### src/rtl/tlb_pkg.sv
package tlb_pkg;
    parameter int CTX_W = 12;
    parameter int VPN_W = 20;
    parameter int PFN_W = 20;

    typedef enum logic [1:0] {
        INV_PAGE = 2'b00,
        INV_CTX  = 2'b01,
        INV_ALL  = 2'b10,
        INV_NONE = 2'b11
    } inv_kind_e;

    typedef struct packed {
        logic             valid;
        logic [CTX_W-1:0] ctx;
        logic [VPN_W-1:0] vpn;
        logic [PFN_W-1:0] pfn;
        logic             rw;
        logic             us;
        logic             dirty;
    } tlb_entry_t;
endpackage

### src/rtl/tlb_match.sv
module tlb_match
    import tlb_pkg::*;
#(
    parameter int N = 16
) (
    input  logic [N-1:0]            valid_vec,
    input  logic [N-1:0][VPN_W-1:0] vpn_vec,
    input  logic [N-1:0][CTX_W-1:0] ctx_vec,
    input  logic [VPN_W-1:0]        key_vpn,
    input  logic [CTX_W-1:0]        key_ctx,
    output logic [N-1:0]            hit_vec
);
    for (genvar g = 0; g < N; g++) begin : g_cmp
        assign hit_vec[g] = valid_vec[g] && (vpn_vec[g] == key_vpn) && (ctx_vec[g] == key_ctx);
    end
endmodule

### src/rtl/tlb_victim.sv
module tlb_victim #(
    parameter int N     = 16,
    parameter int IDX_W = $clog2(N)
) (
    input  logic [N-1:0]     valid_vec,
    input  logic [N-1:0]     same_vec,
    input  logic [IDX_W-1:0] rr_ptr,
    output logic [IDX_W-1:0] slot,
    output logic             evict
);
    logic             found_same;
    logic             found_free;
    logic [IDX_W-1:0] same_idx;
    logic [IDX_W-1:0] free_idx;

    always_comb begin
        found_same = 1'b0;
        found_free = 1'b0;
        same_idx   = '0;
        free_idx   = '0;
        for (int i = N - 1; i >= 0; i--) begin
            if (same_vec[i]) begin
                found_same = 1'b1;
                same_idx   = IDX_W'(i);
            end
            if (!valid_vec[i]) begin
                found_free = 1'b1;
                free_idx   = IDX_W'(i);
            end
        end
        if (found_same) begin
            slot  = same_idx;
            evict = 1'b0;
        end else if (found_free) begin
            slot  = free_idx;
            evict = 1'b0;
        end else begin
            slot  = rr_ptr;
            evict = 1'b1;
        end
    end
endmodule

### src/rtl/ctx_tlb.sv
module ctx_tlb
    import tlb_pkg::*;
#(
    parameter int N_ENTRIES = 16,
    localparam int IDX_W = $clog2(N_ENTRIES)
) (
    input  logic             clk,
    input  logic             rst_n,
    input  logic [CTX_W-1:0] cur_ctx,
    input  logic             lk_valid,
    input  logic [VPN_W-1:0] lk_vpn,
    input  logic             lk_write,
    output logic             lk_hit,
    output logic             lk_miss,
    output logic [VPN_W-1:0] miss_vpn,
    output logic [PFN_W-1:0] lk_pfn,
    output logic             lk_rw,
    output logic             lk_us,
    output logic             lk_dirty,
    input  logic             fill_valid,
    input  logic [VPN_W-1:0] fill_vpn,
    input  logic [PFN_W-1:0] fill_pfn,
    input  logic             fill_rw,
    input  logic             fill_us,
    input  logic             fill_dirty,
    input  logic             inv_valid,
    input  logic [1:0]       inv_kind,
    input  logic [VPN_W-1:0] inv_vpn,
    input  logic [CTX_W-1:0] inv_ctx
);
    typedef struct packed {
        tlb_entry_t [N_ENTRIES-1:0] ent;
        logic [IDX_W-1:0]           rr;
    } tlb_state_t;

    tlb_state_t st_d, st_q;

    logic [N_ENTRIES-1:0]            valid_vec;
    logic [N_ENTRIES-1:0][VPN_W-1:0] vpn_vec;
    logic [N_ENTRIES-1:0][CTX_W-1:0] ctx_vec;
    logic [N_ENTRIES-1:0]            look_vec;
    logic [N_ENTRIES-1:0]            same_vec;
    logic [IDX_W-1:0]                fill_slot;
    logic                            fill_evict;
    tlb_entry_t                      sel;
    inv_kind_e                       kind;

    always_comb begin
        for (int i = 0; i < N_ENTRIES; i++) begin
            valid_vec[i] = st_q.ent[i].valid;
            vpn_vec[i]   = st_q.ent[i].vpn;
            ctx_vec[i]   = st_q.ent[i].ctx;
        end
    end

    tlb_match #(.N(N_ENTRIES)) u_look_match (
        .valid_vec(valid_vec), .vpn_vec(vpn_vec), .ctx_vec(ctx_vec),
        .key_vpn(lk_vpn), .key_ctx(cur_ctx), .hit_vec(look_vec)
    );

    tlb_match #(.N(N_ENTRIES)) u_fill_match (
        .valid_vec(valid_vec), .vpn_vec(vpn_vec), .ctx_vec(ctx_vec),
        .key_vpn(fill_vpn), .key_ctx(cur_ctx), .hit_vec(same_vec)
    );

    tlb_victim #(.N(N_ENTRIES), .IDX_W(IDX_W)) u_victim (
        .valid_vec(valid_vec), .same_vec(same_vec), .rr_ptr(st_q.rr),
        .slot(fill_slot), .evict(fill_evict)
    );

    // Lookup path: OR-select the single matching entry
    always_comb begin
        sel = '0;
        for (int i = 0; i < N_ENTRIES; i++) begin
            if (look_vec[i]) sel = sel | st_q.ent[i];
        end
        lk_hit   = lk_valid && (|look_vec) && !(lk_write && !sel.dirty);
        lk_miss  = lk_valid && !lk_hit;
        miss_vpn = lk_vpn;
        lk_pfn   = sel.pfn;
        lk_rw    = sel.rw;
        lk_us    = sel.us;
        lk_dirty = sel.dirty;
    end

    // Next state: invalidate old contents, then place the fill
    always_comb begin
        st_d = st_q;
        kind = inv_kind_e'(inv_kind);
        if (inv_valid) begin
            for (int i = 0; i < N_ENTRIES; i++) begin
                unique case (kind)
                    INV_PAGE: if (st_q.ent[i].vpn == inv_vpn && st_q.ent[i].ctx == cur_ctx)
                                  st_d.ent[i].valid = 1'b0;
                    INV_CTX:  if (st_q.ent[i].ctx == inv_ctx)
                                  st_d.ent[i].valid = 1'b0;
                    INV_ALL:  st_d.ent[i].valid = 1'b0;
                    default:  ;
                endcase
            end
        end
        if (fill_valid) begin
            st_d.ent[fill_slot].valid = 1'b1;
            st_d.ent[fill_slot].ctx   = cur_ctx;
            st_d.ent[fill_slot].vpn   = fill_vpn;
            st_d.ent[fill_slot].pfn   = fill_pfn;
            st_d.ent[fill_slot].rw    = fill_rw;
            st_d.ent[fill_slot].us    = fill_us;
            st_d.ent[fill_slot].dirty = fill_dirty;
            if (fill_evict)
                st_d.rr = (st_q.rr == IDX_W'(N_ENTRIES - 1)) ? '0 : st_q.rr + 1'b1;
        end
    end

    always_ff @(posedge clk) begin
        if (!rst_n) st_q <= '0;
        else        st_q <= st_d;
    end

    // Assertions
    assert_reset_empty_R1: assert property (@(posedge clk) disable iff (!rst_n)
        $rose(rst_n) |-> (valid_vec == '0));

    assert_single_match_R2: assert property (@(posedge clk) disable iff (!rst_n)
        $onehot0(look_vec));

    assert_hit_miss_excl_R3: assert property (@(posedge clk) disable iff (!rst_n)
        !(lk_hit && lk_miss));

    assert_fill_lands_R6: assert property (@(posedge clk) disable iff (!rst_n)
        fill_valid |=> st_q.ent[$past(fill_slot)].valid);

    assert_ptr_hold_R6: assert property (@(posedge clk) disable iff (!rst_n)
        !(fill_valid && fill_evict) |=> $stable(st_q.rr));

    assert_inv_all_R9: assert property (@(posedge clk) disable iff (!rst_n)
        (inv_valid && inv_kind == 2'b10 && !fill_valid) |=> (valid_vec == '0));

    assert_persist_R11: assert property (@(posedge clk) disable iff (!rst_n)
        (!inv_valid && !fill_valid) |=> $stable(valid_vec));
endmodule

### config.mk
export PLATFORM = sky130hd
export DESIGN_NAME = ctx_tlb
export DESIGN_NICKNAME = d
export VERILOG_FILES = /design/src/rtl/tlb_pkg.sv /design/src/rtl/tlb_match.sv /design/src/rtl/tlb_victim.sv /design/src/rtl/ctx_tlb.sv
export SDC_FILE = /design/constraint.sdc
export NUM_CORES = 2
export LEC_CHECK = 0
export BUFFER_PORTS_ARGS = -buffer_cell sky130_fd_sc_hd__buf_2
export CELL_PAD_IN_SITES_DETAIL_PLACEMENT = 1
export CELL_PAD_IN_SITES_GLOBAL_PLACEMENT = 1
export CORE_UTILIZATION = 41
export CTS_BUF_LIST = sky130_fd_sc_hd__clkbuf_4
export CTS_CLUSTER_DIAMETER = 200
export DETAILED_ROUTE_END_ITERATION = 12
export PLACE_DENSITY = 0.77
export SLEW_MARGIN = 10
export SYNTH_ARGS = -nofsm -noshare
export SYNTH_HDL_FRONTEND = slang
export SYNTH_SLANG_ARGS = --single-unit
### constraint.sdc
create_clock -name clk -period 3.88 [get_ports clk]
set_input_delay 0.388 -clock clk [delete_from_list [all_inputs] [get_ports clk]]
set_output_delay 0.388 -clock clk [all_outputs]
set_load 0.005 [all_outputs]
==> impl_results.md <==
* Worst hold stages at 7
* CTS H-tree depth at 4
* Most used DFF post-synth: dfxtp_1
* Reg2Reg Setup Slack at 0 ps
* Family with the most delay on the worst path: buffers and inverters
* Cts bufs inserted at 241
* Post-layout worst setup margin at -422 ps
* DR vias at 47.8k
* Unrepaired setup endpoints after global routing: true
* Worst hold path type: in2reg
* Sink Count at 900
* DP Worst Slack at -525 ps
* Clock root buffer: clkbuf_4
* Path type of the worst setup path: reg2out
* Post-DR wirelength/cell at 32.0 um
* Num rows at 128
* Cells after synthesis at 5464
* Initial antenna violation count at 2
* Synth warnings at 0
* Static Leakage at 26.9 nW
* FMAX at 232 MHz
* WHS at 164 ps
* Post-synth top area share at 35.6%
* Yosys reg bits at 900
* Syn Area/Cell at 9.27 um2
* Crit path top cell by count: buf_6
* Status: complete, but fails checks
* Die Ht at 354 um
* Gr ovfl total at 0
* I/O Buffers at 159
* Core area at 122000 um2
* Slew at the pin closest to its max-slew limit at 1390 ps
* Initial DRC count at 5571
* VDD IR max at 0.000278 V
* Layout cells sized above 1 at 21.2%
* Worst Skew at 84.8 ps
* First-pass GRT wire length at 346 mm
* Clock latency at the later pin of the worst-skew pair at 1260 ps
* Clock transition at path regs at 70 ps
* Relative slew slack at 7.23%
* Drt pass-1 iters at 5
* Vias in the first global route at 49.7k
* Synth area leaders: dfxtp_1 (36%), mux2i_1 (17%), xnor2_1 (14%)
* Synth Cell Area at 50700 um2
* Pwr dens at 339 nW/um2
* Setup TNS at -8320 ps
* Failing checks: setup timing
* Worst Setup End Kind: primary output
* Final setup fails at 27
* Number of synthesized flops with an enable pin at 0
* Total Routing Usage GR at 37.8%
* IO Pins at 160
* Final WL at 248 mm
* Die X at 354 um
* Fin crit period at 4300 ps
* Post-route ant nets at 0
* DRC errors left at 0
* Layout area overhead at 23.0%
* Dpl hpwl at 148 mm
* Fin. Hold Viols at 0
* Initial Util at 41.5%
* Crit path cell chain: xor2_2, nor4_4, buf_4, nand4_1, buf_6, buf_6, nor4_4, buf_6, buf_12, a22o_1, a221oi_2, nand4_1, buf_2
* FF-to-FF path depth at 15
* WP data required at 3490 ps
* Max-cap violations at 0
* CP Data Arrival Time at 3910 ps
* Clk buf depth at 3
* Routability congestion estimate from global placement at 1.01
* Routed vias/inst at 6.16
* CP Max Fanout at 5
* Final Cycle Share at 111%
* Mapped Nets at 5580
* Cell variety after synth at 56
* Die area at 125000 um2
* Asr flop ratio synth at 0%
* Largest net degree at the start of global routing at 122
* Max incr delay on CP at 370 ps
* Crit path max-delay cell type: nor4_4
* Max Slew Vio Count at 0
* CTS tree: built
* Crit path depth at 13
* Final Net Count at 6049
* Post-synthesis sequential area ratio at 35.6%
* Startpoint Class: flop
* WP buf/inv at 6
* Core Util, Final at 51.0%
* Largest area contributor in the netlist: dfxtp_1
* Total power at 21.1 mW
==> power breakdown <==
part           internal [mW]  switching (mW)  leakage, nW
registers               9.31          0.0939         7.31
clock network           4.44            4.59         1.82
logic                  0.915            1.80         17.7
==> per-layer routing <==
layer / GRT usage, % / part of all wire (%) / vias to the layer above
li1: - / - / 19700
met2: 57.2 / 43 / 3165
met1: 44.2 / 37 / 23800
met3: 11.2 / 11 / 1118
met5: 0 / 0 / -
met4: 31.1 / 9.0 / 0
==> area by class of cell <==
type	count	area [um2]
Antenna cell	12	30.0
Clock buffer	334	2510
Clock inverter	100	599
Fill cell	13700	59900
Inverter	16	60.1
Multi-Input combinational cell	4056	31300
Sequential cell	900	18100
Tap cell	1625	2030
Timing Repair Buffer	718	7660
==> synth_stat cells, types with 37 or more instances <==
cell      number
nor4_1       189
buf_2         56
nor3_1        45
xor2_1       556
xnor2_1      789
buf_6         37
nand2_1      978
a221oi_1      88
a22o_1        88
mux2i_1      882
nand4_1      237
dfxtp_1      900
buf_4         88
clkbuf_1     295
==> path summary, 6_finish.rpt <==
check | start | end
max reg2reg | flop | flop
max | flop | lk_pfn[16]
min | inv_kind[1] | st_q[59]$_SDFF_PN0_
min reg2reg | flop | flop
==> placed cells by master, fill, tap and decap left out, types with 9 or more instances in the layout <==
| cell | Yosys | routed |
|---|---|---|
| nand2_1 | 978 | 965 |
| mux2i_1 | 882 | 877 |
| dfxtp_1 | 900 | 812 |
| xnor2_1 | 789 | 769 |
| xor2_1 | 556 | 554 |
| clkbuf_4 | 0 | 334 |
| buf_4 | 88 | 319 |
| nand4_1 | 237 | 237 |
| buf_2 | 56 | 158 |
| buf_12 | 0 | 149 |
| nor4_1 | 189 | 146 |
| a22o_1 | 88 | 86 |
| dfxtp_2 | 0 | 79 |
| clkinv_1 | 0 | 72 |
| a221oi_1 | 88 | 55 |
| dlygate4sd3_1 | 0 | 36 |
| a221oi_2 | 0 | 32 |
| nand3_1 | 26 | 26 |
| nor3_1 | 45 | 26 |
| nor2_1 | 26 | 26 |
| nor4_2 | 1 | 23 |
| nor4_4 | 1 | 22 |
| xnor2_2 | 0 | 20 |
| buf_6 | 37 | 20 |
| buf_16 | 0 | 18 |
| inv_1 | 16 | 16 |
| o21ai_0 | 16 | 15 |
| a41oi_1 | 15 | 15 |
| nor3_2 | 0 | 14 |
| clkinv_2 | 0 | 13 |
| diode_2 | 0 | 12 |
| and4_1 | 11 | 10 |
| a21oi_1 | 10 | 10 |
| a21boi_1 | 8 | 9 |
| dfxtp_4 | 0 | 9 |
==> through the flow <==
stage / instances / area (um2)
after global routing: 7759 / 62300
after global placement: 7166 / 55900
after floorplan: 5464 / 50700
after detailed placement: 7168 / 55900
after CTS: 7731 / 61700
final: 7761 / 62300
==> kinds of logic after synthesis <==
family,count (synthesis),synth area share [%]
and+or+nand+nor,1561,14.3
adders and majority gates,1,0.0247
AOI/OAI and AO/OA,266,4.29
muxes,882,17.4
buffers and inverters,509,5.11
xor gates and xnor gates,1345,23.3
DFF,900,35.6
==> worst min-delay path, delay by kind of cell <==
kind,cells,cell delay [ps]
and+or+nand+nor,2,190
AOI/OAI and AO/OA,3,250
buffers and inverters,2,480
==> what timing repair did <==
| action | 4_1_cts | 5_1_grt |
|---|---|---|
| cloned | 21 | 4 |
| buffers inserted | 74 | 22 |
| pin swaps | 107 | 59 |
| gates resized for setup | 222 | 107 |
| hold buffers | 36 | 0 |
| endpoints found under the setup margin | 409 | 873 |
| hold endpoints to repair | 682 | 0 |
(Power assumes the default switching activity.)
